File: config.mk
export PLATFORM = sky130hd
export DESIGN_NAME = blank_page_judge
export DESIGN_NICKNAME = d
export VERILOG_FILES = /design/src/rtl/bpj_pkg.sv /design/src/rtl/bpj_zero_counter.sv /design/src/rtl/bpj_ecc_capture.sv /design/src/rtl/bpj_verdict.sv /design/src/rtl/blank_page_judge.sv
export SDC_FILE = /design/constraint.sdc
export NUM_CORES = 1
export LEC_CHECK = 0
export ABC_AREA = 1
export BUFFER_PORTS_ARGS = -buffer_cell sky130_fd_sc_hd__buf_4
export CORE_UTILIZATION = 32
export CTS_BUF_LIST = sky130_fd_sc_hd__clkbuf_8
export DETAILED_ROUTE_END_ITERATION = 12
export HOLD_SLACK_MARGIN = 0.06
export PLACE_DENSITY = 0.55
export SYNTH_ARGS = -nofsm -noshare
export SYNTH_HDL_FRONTEND = slang
export SYNTH_SLANG_ARGS = --single-unit
File: constraint.sdc
create_clock -name clk -period 7.31 [get_ports clk]
set_clock_uncertainty 0.05 [all_clocks]
set_input_delay 1.462 -clock clk [delete_from_list [all_inputs] [get_ports clk]]
set_output_delay 1.462 -clock clk [all_outputs]
set_load 0.01 [all_outputs]
File: src/rtl/bpj_pkg.sv
package bpj_pkg;

  typedef enum logic [1:0] {
    ECC_CLEAN = 2'b00,
    ECC_FIXED = 2'b01,
    ECC_FATAL = 2'b10,
    ECC_RSVD  = 2'b11
  } ecc_res_e;

  // A result that is not clean or corrected vetoes the blank verdict.
  function automatic logic ecc_blocks(input logic [1:0] code);
    return (code == ECC_FATAL) || (code == ECC_RSVD);
  endfunction

endpackage

File: src/rtl/bpj_zero_counter.sv
module bpj_zero_counter #(
  parameter int DATA_W = 16,
  parameter int CNT_W  = 16
) (
  input  logic              clk,
  input  logic              rst,
  input  logic              clr_i,
  input  logic              en_i,
  input  logic              beat_valid_i,
  input  logic [DATA_W-1:0] beat_data_i,
  output logic [CNT_W-1:0]  cnt_next_o
);

  localparam int ZW = $clog2(DATA_W + 1);
  localparam logic [CNT_W:0] CNT_MAX = {1'b0, {CNT_W{1'b1}}};

  logic [ZW-1:0]    beat_zeros;
  logic [CNT_W:0]   base;
  logic [CNT_W:0]   sum;
  logic             take;
  logic [CNT_W-1:0] cnt_q;
  logic [CNT_W-1:0] cnt_d;

  // Population count of the inverted beat.
  always_comb begin
    beat_zeros = '0;
    for (int i = 0; i < DATA_W; i++) begin
      beat_zeros = beat_zeros + ZW'(~beat_data_i[i]);
    end
  end

  always_comb begin
    base  = clr_i ? '0 : {1'b0, cnt_q};
    sum   = base + (CNT_W + 1)'(beat_zeros);
    take  = beat_valid_i && (clr_i || en_i);
    cnt_d = clr_i ? '0 : cnt_q;
    if (take) begin
      cnt_d = (sum > CNT_MAX) ? CNT_MAX[CNT_W-1:0] : sum[CNT_W-1:0];
    end
  end

  always_ff @(posedge clk) begin
    if (rst) begin
      cnt_q <= '0;
    end else begin
      cnt_q <= cnt_d;
    end
  end

  assign cnt_next_o = cnt_d;

  // once saturated the count stays pinned until the next page.
  p_sat_hold_r9: assert property (@(posedge clk) disable iff (rst)
    (cnt_q == CNT_MAX[CNT_W-1:0] && !clr_i) |=> (cnt_q == CNT_MAX[CNT_W-1:0]));

  // within a page the count never decreases.
  p_cnt_mono_r2: assert property (@(posedge clk) disable iff (rst)
    !clr_i |=> (cnt_q >= $past(cnt_q)));

endmodule

File: src/rtl/bpj_ecc_capture.sv
module bpj_ecc_capture (
  input  logic       clk,
  input  logic       rst,
  input  logic       clr_i,
  input  logic       armed_i,
  input  logic       ecc_valid_i,
  input  logic [1:0] ecc_code_i,
  output logic       seen_o,
  output logic [1:0] code_o
);

  logic       seen_q;
  logic [1:0] code_q;
  logic       keep;
  logic       take;

  always_comb begin
    keep   = seen_q && !clr_i;
    take   = armed_i && ecc_valid_i && !keep;
    seen_o = keep || take;
    code_o = keep ? code_q : ecc_code_i;
  end

  always_ff @(posedge clk) begin
    if (rst) begin
      seen_q <= 1'b0;
      code_q <= 2'b00;
    end else begin
      seen_q <= seen_o;
      if (take) begin
        code_q <= ecc_code_i;
      end
    end
  end

  // the first captured result is never overwritten within a page.
  p_first_kept_r10: assert property (@(posedge clk) disable iff (rst)
    (seen_q && !clr_i) |=> $stable(code_q));

endmodule

File: src/rtl/bpj_verdict.sv
module bpj_verdict
  import bpj_pkg::*;
#(
  parameter int CNT_W = 16
) (
  input  logic             clk,
  input  logic             rst,
  input  logic             pg_start_i,
  input  logic             pg_end_i,
  input  logic             cfg_ecc_en_i,
  input  logic [CNT_W-1:0] cfg_limit_i,
  input  logic [CNT_W-1:0] cnt_next_i,
  input  logic             ecc_seen_i,
  input  logic [1:0]       ecc_code_i,
  output logic             armed_o,
  output logic             cnt_en_o,
  output logic             done_o,
  output logic             erased_o,
  output logic             mask_o,
  output logic             fail_o
);

  logic active_q;
  logic end_seen_q;
  logic end_now;
  logic end_any;
  logic ecc_ready;
  logic decide;
  logic zero_ok;
  logic blocked;
  logic er_d;

  always_comb begin
    armed_o   = active_q || pg_start_i;
    cnt_en_o  = active_q && !end_seen_q;
    end_now   = pg_end_i && armed_o;
    end_any   = end_now || (end_seen_q && !pg_start_i);
    ecc_ready = !cfg_ecc_en_i || ecc_seen_i;
    decide    = armed_o && end_any && ecc_ready;
    zero_ok   = cnt_next_i < cfg_limit_i;
    blocked   = cfg_ecc_en_i && ecc_blocks(ecc_code_i);
    er_d      = zero_ok && !blocked;
  end

  always_ff @(posedge clk) begin
    if (rst) begin
      active_q   <= 1'b0;
      end_seen_q <= 1'b0;
      done_o     <= 1'b0;
      erased_o   <= 1'b0;
      mask_o     <= 1'b0;
      fail_o     <= 1'b0;
    end else begin
      if (pg_start_i) begin
        active_q   <= 1'b1;
        end_seen_q <= 1'b0;
        done_o     <= 1'b0;
        erased_o   <= 1'b0;
        mask_o     <= 1'b0;
        fail_o     <= 1'b0;
      end
      if (end_now && !ecc_ready) begin
        end_seen_q <= 1'b1;
      end
      if (decide) begin
        active_q   <= 1'b0;
        end_seen_q <= 1'b0;
        done_o     <= 1'b1;
        erased_o   <= er_d;
        mask_o     <= er_d;
        fail_o     <= blocked;
      end
    end
  end

  // a blank verdict and a failure never coexist.
  p_fail_excl_r7: assert property (@(posedge clk) disable iff (rst)
    erased_o |-> !fail_o);

  // the verdict is held until a new page starts.
  p_hold_r8: assert property (@(posedge clk) disable iff (rst)
    (done_o && !pg_start_i) |=> (done_o && $stable(erased_o) && $stable(fail_o)));

  // a start marker without an end marker clears the verdict.
  p_clear_r8: assert property (@(posedge clk) disable iff (rst)
    (pg_start_i && !pg_end_i) |=> !done_o);

  // with ECC on, no verdict appears before an ECC result is known.
  p_wait_ecc_r8: assert property (@(posedge clk) disable iff (rst)
    (!done_o && cfg_ecc_en_i && !ecc_seen_i) |=> !done_o);

endmodule

File: src/rtl/blank_page_judge.sv
module blank_page_judge #(
  parameter int DATA_W = 16,
  parameter int CNT_W  = 16
) (
  input  logic              clk,
  input  logic              rst,
  input  logic              cfg_ecc_en,
  input  logic [CNT_W-1:0]  cfg_zero_limit,
  input  logic              pg_start,
  input  logic              pg_end,
  input  logic              beat_valid,
  input  logic [DATA_W-1:0] beat_data,
  input  logic              ecc_valid,
  input  logic [1:0]        ecc_code,
  output logic              verdict_done,
  output logic              page_erased,
  output logic              unc_mask,
  output logic              page_fail
);

  logic             armed;
  logic             cnt_en;
  logic [CNT_W-1:0] cnt_next;
  logic             ecc_seen;
  logic [1:0]       ecc_res;

  bpj_zero_counter #(
    .DATA_W (DATA_W),
    .CNT_W  (CNT_W)
  ) u_count (
    .clk          (clk),
    .rst          (rst),
    .clr_i        (pg_start),
    .en_i         (cnt_en),
    .beat_valid_i (beat_valid),
    .beat_data_i  (beat_data),
    .cnt_next_o   (cnt_next)
  );

  bpj_ecc_capture u_ecc (
    .clk         (clk),
    .rst         (rst),
    .clr_i       (pg_start),
    .armed_i     (armed),
    .ecc_valid_i (ecc_valid),
    .ecc_code_i  (ecc_code),
    .seen_o      (ecc_seen),
    .code_o      (ecc_res)
  );

  bpj_verdict #(
    .CNT_W (CNT_W)
  ) u_judge (
    .clk          (clk),
    .rst          (rst),
    .pg_start_i   (pg_start),
    .pg_end_i     (pg_end),
    .cfg_ecc_en_i (cfg_ecc_en),
    .cfg_limit_i  (cfg_zero_limit),
    .cnt_next_i   (cnt_next),
    .ecc_seen_i   (ecc_seen),
    .ecc_code_i   (ecc_res),
    .armed_o      (armed),
    .cnt_en_o     (cnt_en),
    .done_o       (verdict_done),
    .erased_o     (page_erased),
    .mask_o       (unc_mask),
    .fail_o       (page_fail)
  );

endmodule

==> results of run 1 <==
[report_power, final]
group	internal (W)	switching (W)	total (W)	leakage (nW)
registers	0.000132	0.00000212	0.000134	0.187
logic	0.000109	0.000138	0.000248	1.25
clock network	0.0000383	0.0000473	0.0000856	0.0255
[critical path, delay by kind of cell]
| kind | cells | cell delay [ps] |
|---|---|---|
| compound gates | 3 | 260 |
| simple gates | 10 | 1360 |
| buf+inv | 4 | 300 |
| fa+ha+maj | 8 | 3500 |
[state kept, by name, indices dropped and copies added, names as in the netlist]
register	count
u_judge.done_o	1
u_judge.active_q	1
u_judge.mask_o	1
u_count.cnt_q	16
u_ecc.code_q	1
u_judge.end_seen_q	1
u_judge.fail_o	1
u_ecc.seen_q	1
[cell type report]
cell class,instances,area [um2]
Clock inverter,1,5.005
Fill cell,741,4079
Multi-Input combinational cell,214,1464
Inverter,79,301.5
Clock buffer,3,41.29
Sequential cell,23,460.4
Tap cell,96,120.1
Timing Repair Buffer,43,322.8
[how the worst max path moves through the flow]
stage / cells after the start / slack (ps) / to / from
CTS: 25 / 580 / u_judge.mask_o$_SDFFE_PP0P_ / beat_data[0]
finish: 25 / 580 / u_judge.mask_o$_SDFFE_PP0P_ / beat_data[0]
global placement: 25 / 330 / u_judge.mask_o$_SDFFE_PP0P_ / beat_data[0]
detailed placement: 25 / 280 / u_judge.mask_o$_SDFFE_PP0P_ / beat_data[0]
floorplan: 24 / 830 / u_judge.mask_o$_SDFFE_PP0P_ / beat_data[0]
global route: 25 / 130 / u_judge.mask_o$_SDFFE_PP0P_ / beat_data[0]
[logic make-up (layout without fill, tap and decap cells)]
logic type	count (synthesis)	after routing	share of synthesized area (%)
compound gates	45	45	10.63
xor+xnor	10	10	3.876
fa+ha+maj	36	36	23.59
buf+inv	85	126	14.84
flops	23	23	20.38
simple gates	123	123	26.69
[routing by layer]
| metal | track usage (%) | up-vias | part of all wire [%] |
|---|---|---|---|
| met1 | 18.50 | 878 | 51 |
| met2 | 22.80 | 29 | 44 |
| met3 | 2.021 | 5 | 3.2 |
| met5 | 0 | - | 0 |
| met4 | 4.545 | 0 | 1.4 |
| li1 | - | 1083 | - |
[synth_stat cells, types with 3 or more instances]
cell type | instances | area share (%)
a21oi_1 | 23 | 5.1
xor2_1 | 8 | 3.1
o21ai_0 | 11 | 2.4
nor2_2 | 7 | 1.9
nand2_1 | 56 | 9.3
inv_2 | 5 | 0.83
nor2_1 | 24 | 4.0
o21ai_1 | 4 | 0.89
dfxtp_1 | 23 | 20
nand3_2 | 4 | 1.8
nand4_1 | 3 | 0.83
inv_1 | 73 | 12
fa_1 | 11 | 9.7
clkbuf_1 | 3 | 0.50
nand3_1 | 17 | 3.8
ha_1 | 25 | 14
[per-stage QoR]
step                 power, W  util (%)  hold slack, ps  setup slack (ps)  instance area (um2)
finish              0.0004671     39.96           398.3             582.7                 2715
global route        0.0005237     39.96           431.5             130.5                 2715
CTS                 0.0004780     39.96           404.5             576.3                 2715
detailed placement  0.0003887     39.28           389.2             276.5                 2669
global placement    0.0003834     39.28           381.0             329.6                 2669
floorplan           0.0003285         -           370.4             834.1                 2260
==> impl_metrics.ini, run 1 <==
[run_status]
status = finished, final reports clean

[routing]
routed_via_density = 4.346
drc = 0
first_iter_violations = 46
vias = 1995
routedWlPerCell_um = 9.941
finalWirelength_um = 4563
first_pass_iters = 4
ant_nets = 0

[finish]
layout_commonest_cell = inv_1
final_cells = 459
final_net_count = 441
mostFrequentLayoutCells = 73 x inv_1, 56 x nand2_1, 43 x buf_4
area_growth_pct = 20.15
layout-drive-gt1-share_pct = 19.28
diodes = 0

[sta]
slew_headroom_pct = 77.79
hold_viol = 0
period_share_pct = 92.03
fmax_ghz = 0.1486
period_needed_ps = 6727
setup_violations = 0
finalMaxSlewViolations = 0
tightest_slew_ps = 330.0
rsz0062_at_grt = no
tns_ps = 0

[min_path]
hold_start = u_ecc.code_q[1]$_SDFFE_PP0P_
hold_path_depth = 2
min_to = u_ecc.code_q[1]$_SDFFE_PP0P_
hold_path.class = reg -> reg

[placement]
gp_congestion = 0.7646
dpl.hpwl_um = 3735
place_inst = 455
port_buffers = 43

[worst_setup_path]
startpoint_type = input port
cp.required_ps = 7480
ff2ff_path_depth = 20
worstPathArrival_ps = 6890
crit_fanout = 3
end_kind = register
crit_slowest_cell = fa_1
r2r_slack_ps = 4130
reg2reg_from = u_count.cnt_q[0]$_SDFF_PP0_
slowest_delay_ps = 550
critPathKind = in -> reg
path_common_cell = fa_1
r2r_end = u_judge.mask_o$_SDFFE_PP0P_

[synth]
async_flop_share_pct = 0
ys_ff_latch = 23
syn_nets = 399
synth_enable_flop_cells = 0
synth_flop_cell = dfxtp_1
synthDistinctLibCells = 36
syn_area_mm2 = 0.002260
synthCells = 322
seq_area_frac_synth_pct = 20.38
synth.yosys.warnings = 0
syn_avg_cell_area_um2 = 7.018

[clock_tree]
cts.sinks = 23
clkTransAtPathRegs_ps = 90
numCtsBuffers = 3
cts_resized = 0
root_buffer = clkbuf_8
cts_buffer_depth = 2
cts_max_level = 1
cts_tree = built
insertion_delay_ps = 280
hold_buffers = 0
postCtsSetupBuffers = 0

[job]
maxCapViolations = 0

[floorplanning]
fp.dieW_um = 86.03
rows = 30
die_area_mm2 = 0.007401
start_util_pct = 33.26
die_h_um = 86.03
core_area_mm2 = 0.006794
ioPinCount = 45

[grt]
grt_pass1_vias = 1939
grt_overflow = 0
track_usage_pct = 13.84
antenna_found_initial = 0
grt_first_pass_wirelength_um = 8252
grt_max_degree = 23

[power_and_ir_drop]
leakage_nw = 1.459
peakVddDrop_uv = 58.16
pwr_density_cell_mw_per_mm2 = 172.0
Note: power is estimated with default switching activity, not from simulation.
==> run 2: changes to the inputs <==
--- a/config.mk
+++ b/config.mk
@@ -11,7 +11,7 @@
 export CTS_BUF_LIST = sky130_fd_sc_hd__clkbuf_8
 export DETAILED_ROUTE_END_ITERATION = 12
 export HOLD_SLACK_MARGIN = 0.06
-export PLACE_DENSITY = 0.55
+export PLACE_DENSITY = 0.63
 export SYNTH_ARGS = -nofsm -noshare
 export SYNTH_HDL_FRONTEND = slang
 export SYNTH_SLANG_ARGS = --single-unit
==> impl_metrics.ini, run 2 (synthesis results as in run 1) <==
[run_status]
status = finished, final reports clean

[worst_setup_path]
startpoint_type = input port
worstPathArrival_ps = 6800
crit_fanout = 3
cp.required_ps = 7470
critPathKind = in -> reg
end_kind = register

[floorplanning]
core_area_mm2 = 0.006794
die_area_mm2 = 0.007401
start_util_pct = 33.26
die_h_um = 86.03
fp.dieW_um = 86.03
rows = 30
ioPinCount = 45

[clock_tree]
cts.sinks = 23
hold_buffers = 0
cts_max_level = 1
cts_tree = built
cts_buffer_depth = 2
numCtsBuffers = 3
clkTransAtPathRegs_ps = 90
postCtsSetupBuffers = 0
root_buffer = clkbuf_8
cts_resized = 0
insertion_delay_ps = 270

[sta]
hold_viol = 0
fmax_ghz = 0.1506
tightest_slew_ps = 310.1
slew_headroom_pct = 79.13
finalMaxSlewViolations = 0
tns_ps = 0
setup_violations = 0
setup_ws_ps = 670.1
rsz0062_at_grt = no
period_needed_ps = 6640
period_share_pct = 90.83

[routing]
first_iter_violations = 45
ant_nets = 0
routed_via_density = 4.340
routedWlPerCell_um = 9.346
drc = 0
vias = 1992
finalWirelength_um = 4290
first_pass_iters = 4

[power_and_ir_drop]
p_seq_share_pct = 29.0
leakage_nw = 1.459
power_frac_clock_pct = 17.8
peakVddDrop_uv = 55.07
power_switching_w = 0.0001834
combPwrFrac_pct = 53.1
power_w = 0.0004615
pwr_density_cell_mw_per_mm2 = 170.0
p_int_w = 0.0002781
swShare_pct = 39.74

[job]
maxCapViolations = 0

[finish]
final_net_count = 441
utilization_pct = 39.96
mostFrequentLayoutCells = 73 x inv_1, 56 x nand2_1, 43 x buf_4
layout_commonest_cell = inv_1
top_register = u_count.cnt_q
layout-drive-gt1-share_pct = 19.28
area_growth_pct = 20.15
diodes = 0
largest_reg_flops = 16

[placement]
dpl.hpwl_um = 3562
gp_congestion = 0.7839
port_buffers = 43
place_ws_ps = 343.6

[grt]
grt_pass1_vias = 1861
antenna_found_initial = 0
grt_overflow = 0
track_usage_pct = 12.40
grt_max_degree = 23
grt_first_pass_wirelength_um = 7534

[min_path]
hold_path.class = reg -> reg
-- run 2: cell counts in the layout (fill, tap and decap cells not counted) --
No cell type changed its count.
-- run 2: routing by layer --
metal,GRT usage [%],routed length (um)
met3,2.599,205
met4,3.333,42
met1,16.40,2079
met5,0,0
met2,20.42,1962
-- run 2: final timing paths --
kind,from,to,slack (ps),cells past startpoint
setup / recovery,beat_data[0],u_judge.mask_o$_SDFFE_PP0P_,670,25
hold / removal,u_ecc.code_q[1]$_SDFFE_PP0P_,u_ecc.code_q[1]$_SDFFE_PP0P_,400,2
setup reg to reg,u_count.cnt_q[0]$_SDFF_PP0_,u_judge.mask_o$_SDFFE_PP0P_,4180,20
hold reg to reg,u_ecc.code_q[1]$_SDFFE_PP0P_,u_ecc.code_q[1]$_SDFFE_PP0P_,400,2
-- run 2: metrics by stage --
stage                     cell area [um2]  hold WS (ps)  cells
after floorplan                      2260         370.4    322
after global placement               2669         380.1    455
after detailed placement             2669         391.5    455
after CTS                            2715         404.6    459
after global routing                 2715         427.3    459
final                                2715         403.6    459
-- run 2: power by group through the flow --
stage / Clock, W / Sequential (W) / Combinational, W
after global routing: 0.0000899 / 0.000135 / 0.000288
after CTS: 0.0000858 / 0.000134 / 0.000249
after detailed placement: 0 / 0.000137 / 0.000248
final: 0.0000824 / 0.000134 / 0.000245
after floorplan: 0 / 0.000137 / 0.000192
after global placement: 0 / 0.000137 / 0.000243
-- run 2: cell type report --
class | count | area (um2)
Clock inverter | 1 | 5.005
Multi-Input combinational cell | 214 | 1464
Fill cell | 725 | 4079
Inverter | 79 | 301.5
Timing Repair Buffer | 43 | 322.8
Tap cell | 96 | 120.1
Clock buffer | 3 | 41.29
Sequential cell | 23 | 460.4
-- run 2: worst max-delay path, cell delays in order --
cell	delay (ps)
buf_4	110
fa_1	520
inv_1	50
fa_1	480
fa_1	540
fa_1	420
ha_1	220
fa_1	510
inv_1	70
fa_1	440
inv_1	70
nand3_1	60
nand2_1	120
a21oi_1	90
nor2_2	130
nand4_1	140
nor4_1	260
nand3b_1	150
nand3_1	90
ha_1	310
nand4_1	130
a21oi_1	50
nor3_1	160
nand2_1	70
a21oi_1	100
==> run 3: changes to the inputs <==
==> constraint.sdc (replaced) <==
create_clock -name clk -period 7.31 [get_ports clk]
set_clock_uncertainty 0.05 [all_clocks]
set_input_delay 0.731 -clock clk [delete_from_list [all_inputs] [get_ports clk]]
set_output_delay 0.731 -clock clk [all_outputs]
set_load 0.01 [all_outputs]
==> impl_metrics.ini, run 3 (synthesis results as in run 1) <==
[clock_tree]
cts_resized = 0
clkTransAtPathRegs_ps = 90
cts_tree = built
cts.sinks = 23
postCtsSetupBuffers = 0
root_buffer = clkbuf_8
insertion_delay_ps = 270
cts_max_level = 1
hold_buffers = 0
cts_buffer_depth = 2
numCtsBuffers = 3

[power_and_ir_drop]
swShare_pct = 39.81
power_switching_w = 0.0001844
combPwrFrac_pct = 53.0
power_w = 0.0004633
power_frac_clock_pct = 18.1
leakage_nw = 1.456
p_seq_share_pct = 28.9
pwr_density_cell_mw_per_mm2 = 170.5
peakVddDrop_uv = 66.21
p_int_w = 0.0002789

[finish]
layout_commonest_cell = inv_1
largest_reg_flops = 16
fin_area_mm2 = 0.002718
layout-drive-gt1-share_pct = 19.28
area_growth_pct = 20.27
mostFrequentLayoutCells = 73 x inv_1, 56 x nand2_1, 43 x buf_4
final_net_count = 441
top_register = u_count.cnt_q
diodes = 0
final_cells = 459

[worst_setup_path]
critPathKind = in -> reg
r2r_end = u_judge.mask_o$_SDFFE_PP0P_
ff2ff_path_depth = 20
reg2reg_from = u_count.cnt_q[0]$_SDFF_PP0_
crit_fanout = 3
end_kind = register
startpoint_type = input port
worstPathArrival_ps = 6090
cp.required_ps = 7470
r2r_slack_ps = 4170

[routing]
routed_via_density = 4.318
vias = 1982
routedWlPerCell_um = 9.451
ant_nets = 0
first_iter_violations = 55
first_pass_iters = 4
drc = 0
finalWirelength_um = 4338

[min_path]
hold_path.class = reg -> reg
hold_path_depth = 2
min_to = u_ecc.code_q[1]$_SDFFE_PP0P_
hold_start = u_ecc.code_q[1]$_SDFFE_PP0P_

[job]
maxCapViolations = 0

[sta]
hold_viol = 0
period_share_pct = 81.07
setup_ws_ps = 1384
period_needed_ps = 5926
rsz0062_at_grt = no
slew_headroom_pct = 78.90
fmax_ghz = 0.1687
finalMaxSlewViolations = 0
tightest_slew_ps = 313.6
setup_violations = 0
tns_ps = 0

[floorplanning]
fp.dieW_um = 86.03
die_area_mm2 = 0.007401
die_h_um = 86.03
start_util_pct = 33.26
ioPinCount = 45
rows = 30
core_area_mm2 = 0.006794

[grt]
antenna_found_initial = 0
grt_overflow = 0
grt_pass1_vias = 1876
track_usage_pct = 12.89
grt_use_met2_pct = 21.07
grt-busiest-layer = met2
grtUsageMet1_pct = 17.66
grt_max_degree = 23
grt.met3_usage_pct = 2.502
grt_first_pass_wirelength_um = 7838

[placement]
port_buffers = 43
dpl_cell_area_mm2 = 0.002669
dpl.hpwl_um = 3617
place_ws_ps = 1075
place_inst = 455
gp_congestion = 0.7831

[run_status]
status = finished, final reports clean
## run 3: cell count changes in the layout (fill, tap and decap cells not counted), sizes merged
cell      delta
clkinv       -1
clkinvlp     +1
## run 3: power groups by stage
stage / clock, W / combinational [W] / sequential [W]
finish: 0.0000840 / 0.000245 / 0.000134
global route: 0.0000925 / 0.000293 / 0.000135
CTS: 0.0000864 / 0.000249 / 0.000134
floorplan: 0 / 0.000192 / 0.000137
global placement: 0 / 0.000243 / 0.000137
detailed placement: 0 / 0.000249 / 0.000137
## run 3: worst max path at each step
stage | endpoint | slack [ps] | depth (start not counted) | from
after floorplan | u_judge.mask_o$_SDFFE_PP0P_ | 1570 | 24 | beat_data[0]
after global placement | u_judge.mask_o$_SDFFE_PP0P_ | 1120 | 25 | beat_data[0]
after detailed placement | u_judge.mask_o$_SDFFE_PP0P_ | 1070 | 25 | beat_data[0]
after CTS | u_judge.mask_o$_SDFFE_PP0P_ | 1360 | 25 | beat_data[0]
after global routing | u_judge.mask_o$_SDFFE_PP0P_ | 970 | 25 | beat_data[0]
final | u_judge.mask_o$_SDFFE_PP0P_ | 1380 | 25 | beat_data[0]
## run 3: area by class of cell
class,count,area (um2)
inverters,79,301.5
clock inverters,1,7.507
fillers,722,4076
clock buffers,3,41.29
repair buffers,43,322.8
flip-flops and latches,23,460.4
multi-input cells,214,1464
well taps,96,120.1
## run 3: per-stage QoR
stage | hold WS [ps] | util (%)
floorplan | 370.4 | -
global route | 424.6 | 40.00
finish | 405.9 | 40.00
global placement | 380.1 | 39.28
detailed placement | 388.7 | 39.28
CTS | 402.4 | 40.00
## run 3: layer usage
metal	up-vias	routed length, um
li1	1086	-
met1	871	2167
met2	21	2020
met3	4	109
met4	0	41
met5	-	0
## run 3: critical path, stage by stage
cell,delay [ps]
buf_4,110
fa_1,520
inv_1,50
fa_1,480
fa_1,540
fa_1,420
ha_1,220
fa_1,510
inv_1,70
fa_1,440
inv_1,70
nand3_1,60
nand2_1,120
a21oi_1,90
nor2_2,120
nand4_1,140
nor4_1,270
nand3b_1,160
nand3_1,100
ha_1,310
nand4_1,130
a21oi_1,50
nor3_1,160
nand2_1,70
a21oi_1,110
